$ cat config.mk
export PLATFORM = sky130hd
export DESIGN_NAME = txn_sched
export DESIGN_NICKNAME = d
export VERILOG_FILES = /design/src/rtl/txn_sched_pkg.sv /design/src/rtl/req_queue.sv /design/src/rtl/sched_pick.sv /design/src/rtl/txn_sched.sv
export SDC_FILE = /design/constraint.sdc
export NUM_CORES = 1
export LEC_CHECK = 0
export CORE_MARGIN = 8
export CORE_UTILIZATION = 40
export DETAILED_ROUTE_END_ITERATION = 16
export PLACE_DENSITY = 0.64
export RECOVER_POWER = 25
export SLEW_MARGIN = 20
export SYNTH_ARGS = -nofsm -noshare
export SYNTH_HDL_FRONTEND = slang
export SYNTH_SLANG_ARGS = --single-unit
$ cat constraint.sdc
create_clock -name clk -period 3.7 [get_ports clk]
set_clock_uncertainty 0.1 [all_clocks]
set_input_delay 0.37 -clock clk [delete_from_list [all_inputs] [get_ports clk]]
set_output_delay 0.37 -clock clk [all_outputs]
set_load 0.01 [all_outputs]
$ cat src/rtl/txn_sched_pkg.sv
package txn_sched_pkg;
  localparam int CH_W = 4;

  typedef enum logic [1:0] {
    TOK_OUT   = 2'b00,
    TOK_IN    = 2'b01,
    TOK_SETUP = 2'b10
  } tok_e;

  typedef struct packed {
    tok_e              tok;
    logic [CH_W-1:0]   ch;
    logic              mark;
  } req_t;

  localparam int REQ_W = $bits(req_t);
endpackage

$ cat src/rtl/req_queue.sv
module req_queue #(
  parameter int DEPTH = 8,
  parameter int W     = 7
) (
  input  logic         clk,
  input  logic         rst,
  input  logic         flush,
  input  logic         push,
  input  logic [W-1:0] wdata,
  input  logic         pop,
  output logic [W-1:0] rdata,
  output logic         empty,
  output logic         full,
  output logic         drop
);
  localparam int AW = (DEPTH > 1) ? $clog2(DEPTH) : 1;
  localparam int CW = $clog2(DEPTH + 1);

  logic [W-1:0]  mem [DEPTH];
  logic [AW-1:0] wp, rp;
  logic [CW-1:0] cnt;
  logic          do_push, do_pop;

  function automatic logic [AW-1:0] step(input logic [AW-1:0] p);
    return (p == AW'(DEPTH - 1)) ? '0 : p + 1'b1;
  endfunction

  assign empty   = (cnt == '0);
  assign full    = (cnt == CW'(DEPTH));
  assign drop    = push && full && !flush;
  assign do_push = push && (flush || !full);
  assign do_pop  = pop && !empty && !flush;
  assign rdata   = mem[rp];

  always_ff @(posedge clk) begin
    if (do_push) mem[wp] <= wdata;
  end

  always_ff @(posedge clk) begin
    if (rst) begin
      wp  <= '0;
      rp  <= '0;
      cnt <= '0;
    end else if (flush) begin
      rp  <= wp;
      wp  <= push ? step(wp) : wp;
      cnt <= push ? CW'(1) : '0;
    end else begin
      if (do_push) wp <= step(wp);
      if (do_pop)  rp <= step(rp);
      case ({do_push, do_pop})
        2'b10:   cnt <= cnt + 1'b1;
        2'b01:   cnt <= cnt - 1'b1;
        default: cnt <= cnt;
      endcase
    end
  end
endmodule

$ cat src/rtl/sched_pick.sv
module sched_pick
  import txn_sched_pkg::*;
#(
  parameter int NCH = 16
) (
  input  logic           frame_on,
  input  logic           tick,
  input  logic           can_load,
  input  logic           per_empty,
  input  req_t           per_head,
  input  logic           np_empty,
  input  req_t           np_head,
  input  logic [NCH-1:0] ch_en,
  output logic           per_pop,
  output logic           np_pop,
  output logic           load,
  output req_t           load_req,
  output logic           load_per
);
  logic per_ok, np_ok;

  assign per_ok = ch_en[per_head.ch];
  assign np_ok  = ch_en[np_head.ch];

  always_comb begin
    per_pop  = 1'b0;
    np_pop   = 1'b0;
    load     = 1'b0;
    load_req = np_head;
    load_per = 1'b0;
    if (frame_on && !tick && can_load) begin
      if (!per_empty) begin
        per_pop  = 1'b1;
        load     = per_ok;
        load_req = per_head;
        load_per = 1'b1;
      end else if (!np_empty) begin
        np_pop   = 1'b1;
        load     = np_ok;
        load_req = np_head;
      end
    end
  end
endmodule

$ cat src/rtl/txn_sched.sv
module txn_sched
  import txn_sched_pkg::*;
#(
  parameter int DEPTH = 8,
  parameter int NCH   = 1 << CH_W
) (
  input  logic            clk,
  input  logic            rst,
  input  logic            sof_tick,
  input  logic            per_push,
  input  logic [1:0]      per_tok,
  input  logic [CH_W-1:0] per_ch,
  input  logic            per_mark,
  input  logic            np_push,
  input  logic [1:0]      np_tok,
  input  logic [CH_W-1:0] np_ch,
  input  logic            np_mark,
  input  logic [NCH-1:0]  ch_en,
  input  logic            link_rdy,
  output logic            out_valid,
  output logic [1:0]      out_tok,
  output logic [CH_W-1:0] out_ch,
  output logic            out_mark,
  output logic            out_periodic,
  output logic            per_full,
  output logic            per_empty,
  output logic            np_full,
  output logic            np_empty,
  output logic            per_ovf,
  output logic            np_ovf,
  output logic            missed_per
);
  req_t per_in, np_in, per_head, np_head, load_req, out_req;
  logic per_pop, np_pop, load, load_per, can_load, frame_on;
  logic per_drop, np_drop;
  logic [REQ_W-1:0] per_raw, np_raw;

  assign per_in = '{tok: tok_e'(per_tok), ch: per_ch, mark: per_mark};
  assign np_in  = '{tok: tok_e'(np_tok),  ch: np_ch,  mark: np_mark};
  assign per_head = req_t'(per_raw);
  assign np_head  = req_t'(np_raw);

  req_queue #(.DEPTH(DEPTH), .W(REQ_W)) u_perq (
    .clk(clk), .rst(rst), .flush(sof_tick), .push(per_push),
    .wdata(per_in), .pop(per_pop), .rdata(per_raw),
    .empty(per_empty), .full(per_full), .drop(per_drop)
  );

  req_queue #(.DEPTH(DEPTH), .W(REQ_W)) u_npq (
    .clk(clk), .rst(rst), .flush(1'b0), .push(np_push),
    .wdata(np_in), .pop(np_pop), .rdata(np_raw),
    .empty(np_empty), .full(np_full), .drop(np_drop)
  );

  assign can_load = !out_valid || link_rdy;

  sched_pick #(.NCH(NCH)) u_pick (
    .frame_on(frame_on), .tick(sof_tick), .can_load(can_load),
    .per_empty(per_empty), .per_head(per_head),
    .np_empty(np_empty), .np_head(np_head), .ch_en(ch_en),
    .per_pop(per_pop), .np_pop(np_pop), .load(load),
    .load_req(load_req), .load_per(load_per)
  );

  always_ff @(posedge clk) begin
    if (rst) begin
      frame_on     <= 1'b0;
      out_valid    <= 1'b0;
      out_periodic <= 1'b0;
      out_req      <= '0;
      per_ovf      <= 1'b0;
      np_ovf       <= 1'b0;
      missed_per   <= 1'b0;
    end else begin
      if (sof_tick) frame_on <= 1'b1;
      if (per_drop) per_ovf <= 1'b1;
      if (np_drop)  np_ovf  <= 1'b1;
      if (sof_tick && (!per_empty || (out_valid && out_periodic)))
        missed_per <= 1'b1;
      if (sof_tick && out_valid && out_periodic) begin
        out_valid <= 1'b0;
      end else if (can_load) begin
        out_valid <= load;
        if (load) begin
          out_req      <= load_req;
          out_periodic <= load_per;
        end
      end
    end
  end

  assign out_tok  = out_req.tok;
  assign out_ch   = out_req.ch;
  assign out_mark = out_req.mark;
endmodule

==> out/qor.csv <==
stage;metric;value;unit
cts;H-tree levels;4;
global_route;gr usage total;13.9;%
floorplanning;I/O pin total;52;
cts;CTS Hold Buffers Added;0;
worst_setup_path;FF-to-FF setup slack;0.49;ns
synth;EDFF count, synth;112;
synth;main combinational cell family by area after synthesis;multiplexers;
floorplanning;Die ar.;20900;um2
synth;post-synthesis cell count;438;
cts;Post-CTS Resized;0;
final_layout;leading cell type in the layout, fill and taps excluded;edfxtp_1;
final_layout;post-route insts no fill;739;
placed_design;dpl cells;707;
final_layout;ant diodes;0;
global_route;GR Overflow Total;0;
synth;Synth Area in Adders;2.46;%
cts;CTS tree;built;
placed_design;routability cong.;0.810;
route;final wirelength;13500;um
final_layout;cell area after layout;7980;um2
global_route;vias in the first global route;3862;
worst_hold_path;Hold Path Class;reg2reg;
cts;Worst-path clk slew;0.07;ns
floorplanning;Die W;144;um
worst_setup_path;r2r worst-path depth;8;
synth;Post-Synth Simple-Gate Area;9.33;%
floorplanning;number of core rows;47;
worst_setup_path;Critical Path Fanout Max;12;
timing;unrepaired setup endpoints after global routing;no;
timing;setup TNS;0;ns
route;drt drc;0;
synth;asr flop ratio synth;0;%
synth;sequential fraction of the synthesis area;62.8;%
floorplanning;Die Ht;144;um
placed_design;dpl hpwl;9790;um
timing;final period utilization;86.8;%
route;total number of vias;3816;
final_layout;commonest cells after routing, fill and taps aside;edfxtp_1 (112), clkdlybuf4s50_1 (42), dfxtp_1 (39), mux2i_1 (37), nor2_1 (31);
floorplanning;Initial Utilization;40.4;%
cts;CTS max path bufs;2;
placed_design;port buffer count;51;
worst_setup_path;CP required;3.95;ns
final_layout;final net count;555;
pwr;Worst VDD drop;0.338;mV
final_layout;Final Core Density;48.8;%
cts;worst skew pair latency;0.43;ns
synth;post-synthesis mux area share;16.6;%
synth;post-synth cell types;50;
worst_hold_path;Hold Path Stages;2;
global_route;first-pass GRT wire length;21000;um
route;antenna-violating nets left;0;
worst_hold_path;HP Start;per_ovf;
worst_setup_path;Data arrival, critical path;3.46;ns
pwr;Leakage;0.00279;uW
route;average via count per standard cell;5.16;
timing;final setup fails;0;
cts;number of setup buffers added after CTS;0;
timing;final hold viol count;0;
route;first-pass detailed-route iteration total;4;
synth;Most used DFF post-synth;edfxtp_1;
synth;syn nets;487;
timing;Max Fclk;311;MHz
global_route;antenna violations before repair;0;
synth;Ys Warns;0;
worst_setup_path;crit end category;flip-flop;
worst_setup_path;Crit Path Category;reg2reg;
cts;CTS Root Buffer Type;clkbuf_16;
worst_setup_path;CP startpoint kind;flip-flop;
synth;Post-Syn Area;6600;um2
cts;CTS buffer count;17;
flow_run;Max Cap Viol;0;
route;DR iter-0 viols;271;
floorplanning;Core ar.;16300;um2
synth;Post-Syn Area per Cell;15.1;um2
pwr;Pwr per Cell Area;488;nW/um2
cts;# clock sinks;151;
timing;fin. max-slew vios;0;
worst_hold_path;Hold EP;per_ovf;
timing;minimum clock period;3.21;ns
timing;Slew HR;35.8;%
placed_design;DP Area;7400;um2
global_route;largest net degree at the start of global routing;29;
synth;xor/xnor cell area share of the yosys netlist;0.929;%
outcome;outcome;finished clean;
final_layout;fill cell count;1444;
final_layout;synthesis-to-layout area growth;20.9;%
timing;Worst Max-Slew Pin Slew;0.960;ns
synth;register bit total from synthesis;151;
synth;Compound-Gate Fraction of Synth Area;5.67;%
route;wire per inst;18.2;um
worst_setup_path;Worst R2R End;out_tok[1];
final_layout;share of layout cells above drive strength 1;15.4;%
## cell usage after synthesis (all sizes together) (2+ instances only)
library cell,number,share of area [%]
edfxtp,112,51
dfxtp,39,12
mux2i,39,6.3
nor2,31,1.8
mux4,27,9.7
nand2,21,1.2
nor3,20,1.5
a21oi,19,1.4
nand2b,18,1.7
ha,13,2.5
buf,12,1.4
clkbuf,9,0.51
o21ai,8,0.66
a211o,7,0.93
a211oi,7,0.80
nor2b,7,0.66
inv,5,0.28
a22oi,4,0.45
mux2,4,0.68
nand3b,4,0.45
nor4,4,0.61
xnor2,4,0.53
xor2,3,0.40
a222oi,2,0.30
nand3,2,0.23
nor4bb,2,0.30
o21a,2,0.23
or3,2,0.19
## worst max-delay path, cell delays in order (launching register included)
cell      delay, ns
dfxtp_1        0.74
buf_4          0.27
mux4_2         0.57
nand3b_1       0.18
o21ai_0        0.12
a222oi_1       0.11
a22oi_1        0.25
and4_1         0.56
mux2i_1        0.24
## report_power, final
part	leakage [uW]	switching, uW	internal [uW]
clock network	0.000272	705	939
registers	0.00133	39.6	1870
logic	0.00118	169	177
total	0.00279	914	2980
## cells by family (layout without fill, tap and decap cells)
family | count (synthesis) | after routing
AOI/OAI and AO/OA | 56 | 56
and+or+nand+nor | 115 | 115
xor gates and xnor gates | 7 | 7
buffers and inverters | 26 | 107
DFF | 151 | 151
adders and majority gates | 13 | 13
muxes | 70 | 70
## layer usage
metal  vias to the layer above  track usage [%]  part of all wire (%)
met1                      1872             16.0                    41
li1                       1851                -                     -
met4                         0             5.26                   1.3
met3                        15             4.29                   4.4
met2                        78             23.8                    53
met5                         -                0                     0
## sequential cells by signal, indices dropped and copies added (netlist names), 2 cells and up, named ones only
register,count
out_ch,4
out_tok,2
u_npq.cnt,4
u_npq.mem,56
u_npq.rp,3
u_npq.wp,3
u_perq.cnt,4
u_perq.mem,56
u_perq.rp,3
u_perq.wp,3
## layout make-up
cell class | count | area, um2 | area share, %
multi-input cells | 261 | 2320 | 29.0
repair buffers | 70 | 653 | 8.19
inverters | 5 | 18.8 | 0.235
flip-flops and latches | 151 | 4140 | 51.9
well taps | 220 | 275 | 3.45
clock inverters | 15 | 145 | 1.82
clock buffers | 17 | 425 | 5.33
## worst max-delay path by stage
stage                              end  slack (ns)  cells after the start
after detailed placement    out_tok[1]        0.47                      8
after CTS                   out_tok[1]        0.46                      8
final                       out_tok[1]        0.49                      8
after floorplan           u_npq.cnt[2]        0.97                     10
after global routing        out_tok[0]        0.25                      8
after global placement      out_tok[1]        0.57                      8
## stage by stage
step / setup slack (ns) / total power, uW / hold WS [ns]
4_1_cts: 0.463 / 3940 / 0.380
6_report: 0.487 / 3890 / 0.373
2_1_floorplan: 0.969 / 2150 / 0.341
3_5_place_dp: 0.470 / 2290 / 0.364
3_3_place_gp: 0.570 / 2280 / 0.353
5_1_grt: 0.253 / 4040 / 0.401
(Power assumes the default switching activity.)
